==> config.mk <==
export PLATFORM = sky130hd
export DESIGN_NAME = ecc_scrub_mem
export DESIGN_NICKNAME = d
export VERILOG_FILES = /design/src/rtl/ecc_pkg.sv /design/src/rtl/ecc_encoder.sv /design/src/rtl/ecc_decoder.sv /design/src/rtl/ecc_array.sv /design/src/rtl/scrub_fsm.sv /design/src/rtl/ecc_scrub_mem.sv
export SDC_FILE = /design/constraint.sdc
export NUM_CORES = 2
export LEC_CHECK = 0
export BUFFER_PORTS_ARGS = -buffer_cell sky130_fd_sc_hd__buf_2
export CORE_UTILIZATION = 45
export DETAILED_ROUTE_END_ITERATION = 8
export GPL_ROUTABILITY_DRIVEN = 1
export MAX_ROUTING_LAYER = met4
export PLACE_DENSITY_LB_ADDON = 0.3
export SYNTH_ARGS = -nofsm -noshare
export SYNTH_HDL_FRONTEND = slang
export SYNTH_HIERARCHICAL = 1
export SYNTH_SLANG_ARGS = --single-unit
==> constraint.sdc <==
create_clock -name clk -period 8.3 [get_ports clk]
set_input_delay 0.415 -clock clk [delete_from_list [all_inputs] [get_ports clk]]
set_output_delay 0.415 -clock clk [all_outputs]
set_load 0.05 [all_outputs]
==> src/rtl/ecc_pkg.sv <==
package ecc_pkg;

    localparam int MAXC = 16;

    function automatic int popcount(input int v);
        int n;
        n = 0;
        for (int b = 0; b < 31; b++) begin
            n += (v >> b) & 1;
        end
        return n;
    endfunction

    // smallest check width c with 2^(c-1) >= k + c (single correct, double detect)
    function automatic int check_width(input int data_w);
        int c;
        c = 2;
        while ((1 << (c - 1)) < (data_w + c)) begin
            c++;
        end
        return c;
    endfunction

    // column of data bit idx: odd weights from 3 upward, ascending value inside a weight
    function automatic logic [MAXC-1:0] data_column(input int idx, input int chk_w);
        logic [MAXC-1:0] col;
        int seen;
        bit found;
        col   = '0;
        seen  = 0;
        found = 1'b0;
        for (int w = 3; w <= chk_w; w += 2) begin
            for (int v = 1; v < (1 << chk_w); v++) begin
                if (!found && popcount(v) == w) begin
                    if (seen == idx) begin
                        col   = MAXC'(v);
                        found = 1'b1;
                    end
                    seen++;
                end
            end
        end
        return col;
    endfunction

endpackage

==> src/rtl/ecc_encoder.sv <==
module ecc_encoder #(
    parameter int DATA_W = 32,
    parameter int CHK_W  = 7
) (
    input  logic [DATA_W-1:0] data,
    output logic [CHK_W-1:0]  chk
);
    logic [CHK_W-1:0] cols [DATA_W];

    for (genvar i = 0; i < DATA_W; i++) begin : g_col
        localparam logic [ecc_pkg::MAXC-1:0] COLF = ecc_pkg::data_column(i, CHK_W);
        assign cols[i] = COLF[CHK_W-1:0];
    end

    always_comb begin
        chk = '0;
        for (int i = 0; i < DATA_W; i++) begin
            if (data[i]) chk = chk ^ cols[i];
        end
    end
endmodule

==> src/rtl/ecc_decoder.sv <==
module ecc_decoder #(
    parameter int DATA_W = 32,
    parameter int CHK_W  = 7,
    localparam int CW    = DATA_W + CHK_W
) (
    input  logic [CW-1:0] cw_in,
    output logic [CW-1:0] cw_fix,
    output logic          ce,
    output logic          ue
);
    logic [CHK_W-1:0]  cols [DATA_W];
    logic [CHK_W-1:0]  recalc;
    logic [CHK_W-1:0]  syn;
    logic [DATA_W-1:0] data_hit;
    logic [CHK_W-1:0]  chk_hit;
    logic              single;

    for (genvar i = 0; i < DATA_W; i++) begin : g_col
        localparam logic [ecc_pkg::MAXC-1:0] COLF = ecc_pkg::data_column(i, CHK_W);
        assign cols[i]     = COLF[CHK_W-1:0];
        assign data_hit[i] = (syn == cols[i]);
    end

    for (genvar j = 0; j < CHK_W; j++) begin : g_chk
        assign chk_hit[j] = (syn == CHK_W'(1 << j));
    end

    ecc_encoder #(.DATA_W(DATA_W), .CHK_W(CHK_W)) u_recalc (
        .data (cw_in[DATA_W-1:0]),
        .chk  (recalc)
    );

    assign syn    = cw_in[CW-1:DATA_W] ^ recalc;
    assign single = (^syn) && ((|data_hit) || (|chk_hit));
    assign ce     = single;
    assign ue     = (syn != '0) && !single;

    always_comb begin
        cw_fix = cw_in;
        if (single) begin
            cw_fix = cw_in ^ {chk_hit, data_hit};
        end
    end
endmodule

==> src/rtl/ecc_array.sv <==
module ecc_array #(
    parameter int CW     = 39,
    parameter int DEPTH  = 16,
    localparam int ADDR_W = $clog2(DEPTH)
) (
    input  logic              clk,
    input  logic              rst_n,
    input  logic              wr_en,
    input  logic [ADDR_W-1:0] wr_addr,
    input  logic [CW-1:0]     wr_cw,
    input  logic              flip_en,
    input  logic [ADDR_W-1:0] flip_addr,
    input  logic [CW-1:0]     flip_mask,
    input  logic [ADDR_W-1:0] rd_addr,
    output logic [CW-1:0]     rd_cw
);
    logic [CW-1:0] mem [DEPTH];

    for (genvar g = 0; g < DEPTH; g++) begin : g_word
        logic hit_wr;
        logic hit_flip;
        assign hit_wr   = wr_en   && (wr_addr   == ADDR_W'(g));
        assign hit_flip = flip_en && (flip_addr == ADDR_W'(g));

        always_ff @(posedge clk or negedge rst_n) begin
            if (!rst_n) begin
                mem[g] <= '0;
            end else if (hit_wr || hit_flip) begin
                mem[g] <= (hit_wr ? wr_cw : mem[g]) ^ (hit_flip ? flip_mask : '0);
            end
        end
    end

    assign rd_cw = mem[rd_addr];
endmodule

==> src/rtl/scrub_fsm.sv <==
module scrub_fsm #(
    parameter int CW     = 39,
    parameter int DEPTH  = 16,
    localparam int ADDR_W = $clog2(DEPTH)
) (
    input  logic              clk,
    input  logic              rst_n,
    input  logic              scrub_en,
    input  logic              user_req,
    input  logic              dec_ce,
    input  logic              dec_ue,
    input  logic [CW-1:0]     dec_cw,
    output logic [ADDR_W-1:0] scr_addr,
    output logic              scr_rd,
    output logic              scr_wr,
    output logic [CW-1:0]     scr_wcw,
    output logic              scr_ce,
    output logic              scr_ue,
    output logic [ADDR_W-1:0] scr_ue_addr
);
    typedef enum logic [1:0] {
        SC_OFF   = 2'd0,
        SC_READ  = 2'd1,
        SC_WRITE = 2'd2
    } scrub_state_e;

    scrub_state_e state, state_nx;
    logic         advance;

    // state register
    always_ff @(posedge clk or negedge rst_n) begin
        if (!rst_n) state <= SC_OFF;
        else        state <= state_nx;
    end

    // next state
    always_comb begin
        state_nx = state;
        unique case (state)
            SC_OFF:   if (scrub_en) state_nx = SC_READ;
            SC_READ: begin
                if (!scrub_en)                 state_nx = SC_OFF;
                else if (!user_req && dec_ce)  state_nx = SC_WRITE;
            end
            SC_WRITE: begin
                if (!scrub_en) state_nx = SC_OFF;
                else           state_nx = SC_READ;
            end
            default: state_nx = SC_OFF;
        endcase
    end

    // outputs
    always_comb begin
        scr_rd  = 1'b0;
        scr_wr  = 1'b0;
        unique case (state)
            SC_OFF:   ;
            SC_READ:  scr_rd = scrub_en && !user_req;
            SC_WRITE: scr_wr = scrub_en && !user_req;
            default:  ;
        endcase
        advance = (scr_rd && !dec_ce) || scr_wr;
    end

    always_ff @(posedge clk or negedge rst_n) begin
        if (!rst_n) begin
            scr_addr    <= '0;
            scr_wcw     <= '0;
            scr_ce      <= 1'b0;
            scr_ue      <= 1'b0;
            scr_ue_addr <= '0;
        end else begin
            scr_ce <= scr_rd && dec_ce;
            scr_ue <= scr_rd && dec_ue;
            if (scr_rd) scr_wcw <= dec_cw;
            if (scr_rd && dec_ue) scr_ue_addr <= scr_addr;
            if (advance) begin
                scr_addr <= (scr_addr == ADDR_W'(DEPTH - 1)) ? '0 : scr_addr + 1'b1;
            end
        end
    end


    wb_advance_chk: assert property (@(posedge clk) disable iff (!rst_n)
        (state == SC_WRITE && scrub_en && !user_req)
        |=> (scr_addr == (($past(scr_addr) == ADDR_W'(DEPTH - 1)) ? '0 : $past(scr_addr) + 1'b1)));


    wb_restart_chk: assert property (@(posedge clk) disable iff (!rst_n)
        (state == SC_WRITE && scrub_en && user_req)
        |=> (state == SC_READ && $stable(scr_addr)));
endmodule

==> src/rtl/ecc_scrub_mem.sv <==
module ecc_scrub_mem #(
    parameter int DATA_W  = 32,
    parameter int DEPTH   = 16,
    localparam int CHK_W  = ecc_pkg::check_width(DATA_W),
    localparam int CW     = DATA_W + CHK_W,
    localparam int ADDR_W = $clog2(DEPTH)
) (
    input  logic              clk,
    input  logic              rst_n,
    input  logic              req,
    input  logic              we,
    input  logic [ADDR_W-1:0] addr,
    input  logic [DATA_W-1:0] wdata,
    output logic              rd_valid,
    output logic [DATA_W-1:0] rd_data,
    output logic              rd_ce,
    output logic              rd_ue,
    input  logic              scrub_en,
    output logic              scr_ce,
    output logic              scr_ue,
    output logic [ADDR_W-1:0] scr_ue_addr,
    input  logic              flip_en,
    input  logic [ADDR_W-1:0] flip_addr,
    input  logic [CW-1:0]     flip_mask
);
    logic [CHK_W-1:0]  wr_chk;
    logic [CW-1:0]     arr_rd_cw;
    logic [CW-1:0]     dec_cw;
    logic              dec_ce;
    logic              dec_ue;
    logic [ADDR_W-1:0] scr_addr;
    logic              scr_rd;
    logic              scr_wr;
    logic [CW-1:0]     scr_wcw;
    logic              arr_wr;
    logic [ADDR_W-1:0] arr_addr;
    logic [CW-1:0]     arr_wcw;

    ecc_encoder #(.DATA_W(DATA_W), .CHK_W(CHK_W)) u_enc (
        .data (wdata),
        .chk  (wr_chk)
    );

    assign arr_addr = req ? addr : scr_addr;
    assign arr_wr   = (req && we) || scr_wr;
    assign arr_wcw  = req ? {wr_chk, wdata} : scr_wcw;

    ecc_array #(.CW(CW), .DEPTH(DEPTH)) u_array (
        .clk       (clk),
        .rst_n     (rst_n),
        .wr_en     (arr_wr),
        .wr_addr   (arr_addr),
        .wr_cw     (arr_wcw),
        .flip_en   (flip_en),
        .flip_addr (flip_addr),
        .flip_mask (flip_mask),
        .rd_addr   (arr_addr),
        .rd_cw     (arr_rd_cw)
    );

    ecc_decoder #(.DATA_W(DATA_W), .CHK_W(CHK_W)) u_dec (
        .cw_in  (arr_rd_cw),
        .cw_fix (dec_cw),
        .ce     (dec_ce),
        .ue     (dec_ue)
    );

    scrub_fsm #(.CW(CW), .DEPTH(DEPTH)) u_scrub (
        .clk         (clk),
        .rst_n       (rst_n),
        .scrub_en    (scrub_en),
        .user_req    (req),
        .dec_ce      (dec_ce),
        .dec_ue      (dec_ue),
        .dec_cw      (dec_cw),
        .scr_addr    (scr_addr),
        .scr_rd      (scr_rd),
        .scr_wr      (scr_wr),
        .scr_wcw     (scr_wcw),
        .scr_ce      (scr_ce),
        .scr_ue      (scr_ue),
        .scr_ue_addr (scr_ue_addr)
    );

    always_ff @(posedge clk or negedge rst_n) begin
        if (!rst_n) begin
            rd_valid <= 1'b0;
            rd_data  <= '0;
            rd_ce    <= 1'b0;
            rd_ue    <= 1'b0;
        end else begin
            rd_valid <= req && !we;
            rd_ce    <= req && !we && dec_ce;
            rd_ue    <= req && !we && dec_ue;
            if (req && !we) rd_data <= dec_cw[DATA_W-1:0];
        end
    end


    flags_excl_chk: assert property (@(posedge clk) disable iff (!rst_n)
        !(rd_ce && rd_ue));


    rd_latency_chk: assert property (@(posedge clk) disable iff (!rst_n)
        (req && !we) |=> rd_valid);


    scrub_idle_chk: assert property (@(posedge clk) disable iff (!rst_n)
        (scr_rd || scr_wr) |-> (!req && scrub_en));
endmodule

[Yosys cells after proc, flatten, opt, wreduce, memory -nomap -nowiden]
Index checks and enable logic that the tools add are counted.
Word-level totals
  register bits: 710
  bits in latches: 0
  RAM bits: 0
  memory bits (read-only): 0
  input bits: 85
  output and inout port bits: 41
  word-level logic and storage cells: 366
  memories kept: 0
Cells by class
  $add $sub $neg: 1
  multiply operators: 0
  divide/modulo/power cells: 0
  magnitude comparators: 1
  equality and inequality tests: 74
  shift-type cells: 0
  mux-type cells: 110
  bitwise gates (word level): 81
  reductions and logical operators: 73
Operators with widths (number)
  $mux W39: 36
  $xor A39 B39 Y39: 17
  $not A3 Y3: 62
  $mux W7: 24
  $bmux W39 S4: 1
  $mux W6: 20
  $eq A7 B7 Y1 const B: 13
  $eq A7 B6 Y1 const B: 11
  $eq A4 B4 Y1 const B: 17
  $mux W5: 12
  $eq A7 B5 Y1 const B: 7
  $logic_and A1 B1 Y1: 43
  $eq A4 B3 Y1 const B: 8
  $mux W4: 8
  $reduce_or A32 Y1: 1
  $eq A7 B4 Y1 const B: 4
  $logic_or A1 B1 Y1: 19
  $eq A4 B2 Y1 const B: 4
  $eq A7 B3 Y1 const B: 2
  $eq A4 B1 Y1 const B: 2
  $logic_not A4 Y1: 2
  $eq A7 B1 Y1 const B: 1
  $eq A7 B2 Y1 const B: 1
  $reduce_bool A7 Y1: 1
  17 further kinds: 24

[Depth between registers and ports, before layout]
  depth after elaboration: 77
  depth in mapped cells: 25

[By module]
Netlist, hierarchy kept.
Modules (own cells, without submodules)
  ecc_array: times used 1, cells an instance 3125, area each 35465.3 µm², sequential area each 15615.0 µm²
  scrub_fsm: times used 1, cells an instance 122, area each 2184.6 µm², sequential area each 1276.2 µm²
  ecc_scrub_mem: times used 1, cells an instance 123, area each 1931.9 µm², sequential area each 875.8 µm²
  ecc_encoder: times used 2, cells an instance 53, area each 694.4 µm², sequential area each 0.0 µm²
  ecc_decoder: times used 1, cells an instance 173, area each 1164.9 µm², sequential area each 0.0 µm²

[Worst setup path after synthesis]
OpenSTA, ideal clock, no wires.
  kind: input-to-reg
  from: input req
  to: register u_scrub.scr_addr[0]
  data arrival time: 6.017 ns
  required time: 8.175 ns
  setup slack: 2.158 ns
  cell stages on the path: 25
  buffers on the path: 6
  cells stage by stage: buf_6 > buf_2 > mux2_2 > buf_2 > clkbuf_1 > buf_1 > mux4_2 > a22oi_1 > nand2_1 > xnor3_1 > xor2_1 > xnor3_1 > xor2_1 > inv_1 > ha_1 > clkbuf_1 > or2_2 > nor2_1 > o32a_1 > nand4_1 > o31a_1 > a21o_1 > nor3b_1 > o21ai_1 > mux2_2
On the way
  elaborated cells between the ends (all ways): 120
RTL lines
  from (decl): RTL line ecc_scrub_mem.sv:10  | input logic req,
  $mux W4 *: RTL line ecc_scrub_mem.sv:44  | assign arr_addr = req ? addr : scr_addr;
  net arr_addr[1]: RTL line ecc_scrub_mem.sv:36  | logic [ADDR_W-1:0] arr_addr;
  $not A4 Y5 (implied by the code) *: RTL line ecc_array.sv:34  | assign rd_cw = mem[rd_addr];
  $bmux W39 S4 *: RTL line ecc_array.sv:34
  $mux W39 (implied by the code) * (2 in a row): RTL line ecc_array.sv:34
  net arr_rd_cw[15]: RTL line ecc_scrub_mem.sv:27  | logic [CW-1:0] arr_rd_cw;
  $mux W6 * (4 in a row): RTL line ecc_encoder.sv:18  | if (data[i]) chk = chk ^ cols[i];
  $not A3 Y3 (no line)
  [17 not listed]
  net u_dec.recalc[3]: RTL line ecc_decoder.sv:12  | logic [CHK_W-1:0] recalc;
  [1 not listed]
  $eq A7 B3 Y1, or another cell as far along: RTL line ecc_decoder.sv:21  | assign data_hit[i] = (syn == cols[i]);
  $reduce_or A32 Y1 or $reduce_or A7 Y1 (tied branches): RTL line ecc_decoder.sv:34  | assign single = (^syn) && ((|data_hit) || (|chk_hit));
  $logic_or A1 B1 Y1: RTL line ecc_decoder.sv:34
  $logic_and A1 B1 Y1 *: RTL line ecc_decoder.sv:34
  net dec_ce: RTL line ecc_scrub_mem.sv:29  | logic dec_ce;
  $logic_not A1 Y1 *: RTL line scrub_fsm.sv:63  | advance = (scr_rd && !dec_ce) || scr_wr;
  $logic_and A1 B1 Y1 *: RTL line scrub_fsm.sv:63
  $logic_or A1 B1 Y1 *: RTL line scrub_fsm.sv:63
  to (signal assigned): RTL line scrub_fsm.sv:79  | scr_addr <= (scr_addr == ADDR_W'(DEPTH - 1)) ? '0 : scr_addr + 1'b1;
  to (decl): RTL line scrub_fsm.sv:13  | output logic [ADDR_W-1:0] scr_addr,
Mark *: on every way through the listed nets, which the timed path passes. The rest lies on a longest branch. The select of a mux whose other input is x is not followed.
A chain may end at the register's enable or synchronous reset.

[Final worst setup path]
  from: register u_scrub.scr_addr[0]
  to: register u_scrub.scr_addr[1]
On the way
  elaborated cells between the ends (all ways): 119
RTL lines (RTL line)
  $mux W4 *: ecc_scrub_mem.sv:44
  net arr_addr[0]: ecc_scrub_mem.sv:36
  $not A4 Y5 (implied by the code) *: ecc_array.sv:34
  $bmux W39 S4 *: ecc_array.sv:34
  $mux W39 (implied by the code) * (2 in a row): ecc_array.sv:34
  net arr_rd_cw[28]: ecc_scrub_mem.sv:27
  $mux W7 *: ecc_encoder.sv:18
  $not A3 Y3 (no line)
  [3 not listed]
  net u_dec.recalc[4]: ecc_decoder.sv:12
  [1 not listed]
  $eq A7 B3 Y1, or another cell as far along: ecc_decoder.sv:21
  $reduce_or A32 Y1 or $reduce_or A7 Y1 (tied branches): ecc_decoder.sv:34
  $logic_or A1 B1 Y1: ecc_decoder.sv:34
  $logic_and A1 B1 Y1 *: ecc_decoder.sv:34
  net dec_ce: ecc_scrub_mem.sv:29
  $logic_not A1 Y1 *: scrub_fsm.sv:63
  $logic_and A1 B1 Y1 *: scrub_fsm.sv:63
  $logic_or A1 B1 Y1 *: scrub_fsm.sv:63
Marked as above.

==> flow_summary_export.csv <==
group,metric,value,unit
clocking,cts_max_level,3,
clocking,holdBufCountCts,2,
logic_synthesis,yosys_warnings,6,
global_route,grt_max_degree,164,
clocking,cts_tree,"built",
run_status,outcome,"finished, final reports clean",
floorplan,core_area,92200,um2
sta,tightest_slew,1.24,ns
global_route,use_met3,4.64,%
sta,hold_viol,0,
sta,setup_ws,1.50,ns
clocking,cts_sinks,710,
worst_setup_path,crit_fanout,63,
worst_setup_path,start_kind,"flip-flop",
route,routed_wl,135,mm
worst_setup_path,required,8.83,ns
clocking,clk_latency,0.66,ns
floorplan,die_x,308,um
logic_synthesis,synth_edf_count,0,
clocking,post-cts-setup-buffers,0,
logic_synthesis,synth.distinct_cells,61,
placed_design,port_buffers,125,
route,first_iter_violations,2955,
sta,finalClockSkew,0.0230,ns
clocking,clk_pin_slew,0.06,ns
sta,setup_viol,0,
worst_setup_path,cp_cell_sequence,"mux2_8, buf_4, mux4_2, a22oi_1, nand2_1, xnor2_1, xnor2_1, xor3_1, xor2_1, o21ai_0, a22oi_1, nand4_1, o31a_1, a21o_1, nor3b_1, o21ai_1, mux2_2",
global_route,gr-total-overflow,0,
floorplan,die_y,308,um
finish,drive_gt1_share,17.7,%
logic_synthesis,ys_seq_area_share,42.2,%
worst_setup_path,arrival,7.33,ns
logic_synthesis,synthFlopType,"dfrtp_1",
global_route,met1_usage,41.4,%
placed_design,place_ws,1.24,ns
run,max_cap_violations,0,
route,drt-wirelength-per-cell,27.5,um
route,drt-pass1-iter-count,6,
global_route,grt-busiest-layer,"met2",
sta,grt_setup_unrepaired,"no",
global_route,grt_use_met2,44.1,%
sta,clock.fmax,147,MHz
finish,area_growth_syn_to_layout,10.1,%
logic_synthesis,synth-async-reset-ratio,100,%
global_route,grt_pass1_wl,200,mm
global_route,grt_pass1_vias,28430,
logic_synthesis,ys_ff_latch,710,
worst_hold_path,hp-class,"input port to flip-flop",
logic_synthesis,synth_area_per_cell,11.5,um2
clocking,cts_buffers,80,
sta,setup_tns,0,ns
clocking,clockBufferDepth,3,
floorplan,rows,111,
finish,layout_commonest_cell,"dfrtp_1",
route,drc,0,
logic_synthesis,syn_nets,3743,
worst_setup_path,cpMaxStageDelayCell,"xor2_1",
sta,slew_viol_final,0,
global_route,antenna_found_initial,10,
sta,fin_crit_sh,81.9,%
finish,fillers,8124,
finish,layout_common_cells,"710 x dfrtp_1, 683 x nand2_1, 671 x xor2_1",
global_route,grtUsageTotal,29.5,%
clocking,post_cts_resized,0,
floorplan,die_area,94900,um2
placed_design,routabilityCongestion,0.934,
logic_synthesis,syn_inst,3649,
finish,fin_util,50.3,%
route,viasPerCell,5.78,
worst_setup_path,crit_type,"flip-flop to flip-flop",
worst_setup_path,critPathMaxStageDelay,0.80,ns
clocking,cts_root_buf,"clkbuf_16",
logic_synthesis,netlist_area,42100,um2
placed_design,hpwl,77.4,mm
sta,fin_crit,6.80,ns
route,ant_nets,0,
floorplan,io_pins,126,
sta,slew_headroom,17.5,%
worst_setup_path,crit_path_end_kind,"flip-flop",
finish,nNetsFinal,3696,
floorplan,start_util,45.7,%
route,dr_total_vias,28388,
-- metrics by stage --
step | cells | hold slack (ns) | instance area (um2)
after global routing | 4912 | 0.164 | 46400
after detailed placement | 4761 | 0.491 | 43700
after CTS | 4908 | 0.149 | 46400
final | 4913 | 0.175 | 46400
after floorplan | 3649 | 0.119 | 42100
after global placement | 4761 | 0.487 | 43700
-- per-layer routing --
metal | vias to the layer above | wire [um]
li1 | 12209 | -
met1 | 14767 | 59700
met2 | 1163 | 61800
met3 | 249 | 9850
met4 | 0 | 4000
met5 | - | 0
-- layout make-up --
class	instances	area [um2]	share of cell area, %
Multi-Input combinational cell	2614	23200	49.9
Antenna cell	5	12.5	0.0270
Clock inverter	28	267	0.574
Timing Repair Buffer	191	1210	2.61
Sequential cell	710	17800	38.3
Inverter	5	18.8	0.0405
Tap cell	1243	1560	3.35
Clock buffer	117	2400	5.16
-- worst max-delay path, delay by kind of cell (launching register included) --
family,cells,cell delay [ns]
compound gates,6,1.44
mux,3,1.58
buf+inv,1,0.41
flops,1,0.50
simple gates,3,0.78
xor+xnor,4,1.93
-- synthesized netlist by cell type, types with 3 or more instances --
| cell | n | area (um2) |
|---|---|---|
| dfrtp_1 | 710 | 17800 |
| o21ai_0 | 8 | 40.0 |
| and2_1 | 7 | 43.8 |
| buf_2 | 88 | 440 |
| a21o_1 | 3 | 22.5 |
| xor2_1 | 671 | 5880 |
| and2b_1 | 3 | 22.5 |
| ha_1 | 9 | 113 |
| nor2_1 | 67 | 251 |
| nand2b_1 | 6 | 37.5 |
| xnor2_1 | 71 | 622 |
| nand3b_1 | 4 | 30.0 |
| buf_1 | 9 | 33.8 |
| a22oi_1 | 79 | 593 |
| mux2_4 | 68 | 1020 |
| clkbuf_1 | 203 | 762 |
| xnor3_1 | 29 | 653 |
| mux2i_1 | 625 | 6260 |
| nand2_1 | 684 | 2570 |
| mux4_2 | 156 | 3510 |
| a21oi_1 | 4 | 20.0 |
| xor3_1 | 4 | 95.1 |
| buf_12 | 3 | 60.1 |
| nor3b_1 | 3 | 22.5 |
| a211oi_1 | 3 | 22.5 |
| buf_6 | 8 | 90.1 |
| nand3_1 | 13 | 65.1 |
| xnor2_2 | 4 | 65.1 |
| buf_4 | 8 | 60.1 |
| mux2_2 | 52 | 586 |
| nor3_1 | 7 | 35.0 |
| inv_1 | 5 | 18.8 |
-- logic make-up (layout without fill, tap and decap cells) --
family,after synthesis,in the layout,synth area share [%]
AND/OR/NAND/NOR,812,812,7.64
AO/OA/AOI/OAI,110,110,1.92
multiplexers,901,901,27.0
XOR/XNOR,782,782,17.5
flip-flops,710,710,42.2
adder cells (fa/ha/maj),9,9,0.267
buffers and inverters,325,341,3.51
other,0,5,0
-- state kept, by name, summed over array words and instances (netlist names) --
signal and flops:
rd_ue 1, u_scrub/state 2, u_scrub/scr_addr 4, u_scrub/scr_ce 1, rd_ce 1, u_scrub/scr_wcw 39, u_scrub/scr_ue 1, rd_data 32
rd_valid 1, u_scrub/scr_ue_addr 4, u_array/mem 624
-- final timing paths --
kind / from / to / slack (ns) / cells after the start
worst min-delay path: flip_mask[1] / u_array/mem[586]$_DFFE_PN0P_ / 0.18 / 3
max in group asynchronous: rst_n / u_array/mem[594]$_DFFE_PN0P_ / 5.83 / 4
worst max-delay path: u_scrub/scr_addr[0]$_DFFE_PN0P_ / u_scrub/scr_addr[1]$_DFFE_PN0P_ / 1.50 / 17
min in group asynchronous: rst_n / u_array/mem[344]$_DFFE_PN0P_ / 0.41 / 2
worst min register to register: rd_data[25]$_DFFE_PN0P_ / rd_data[25]$_DFFE_PN0P_ / 0.50 / 1
worst max register to register: u_scrub/scr_addr[0]$_DFFE_PN0P_ / u_scrub/scr_addr[1]$_DFFE_PN0P_ / 1.50 / 17
Power is left out: the tool's default activity adds up to more than one toggle a clock period on the data nets, which glitch-free logic cannot reach.
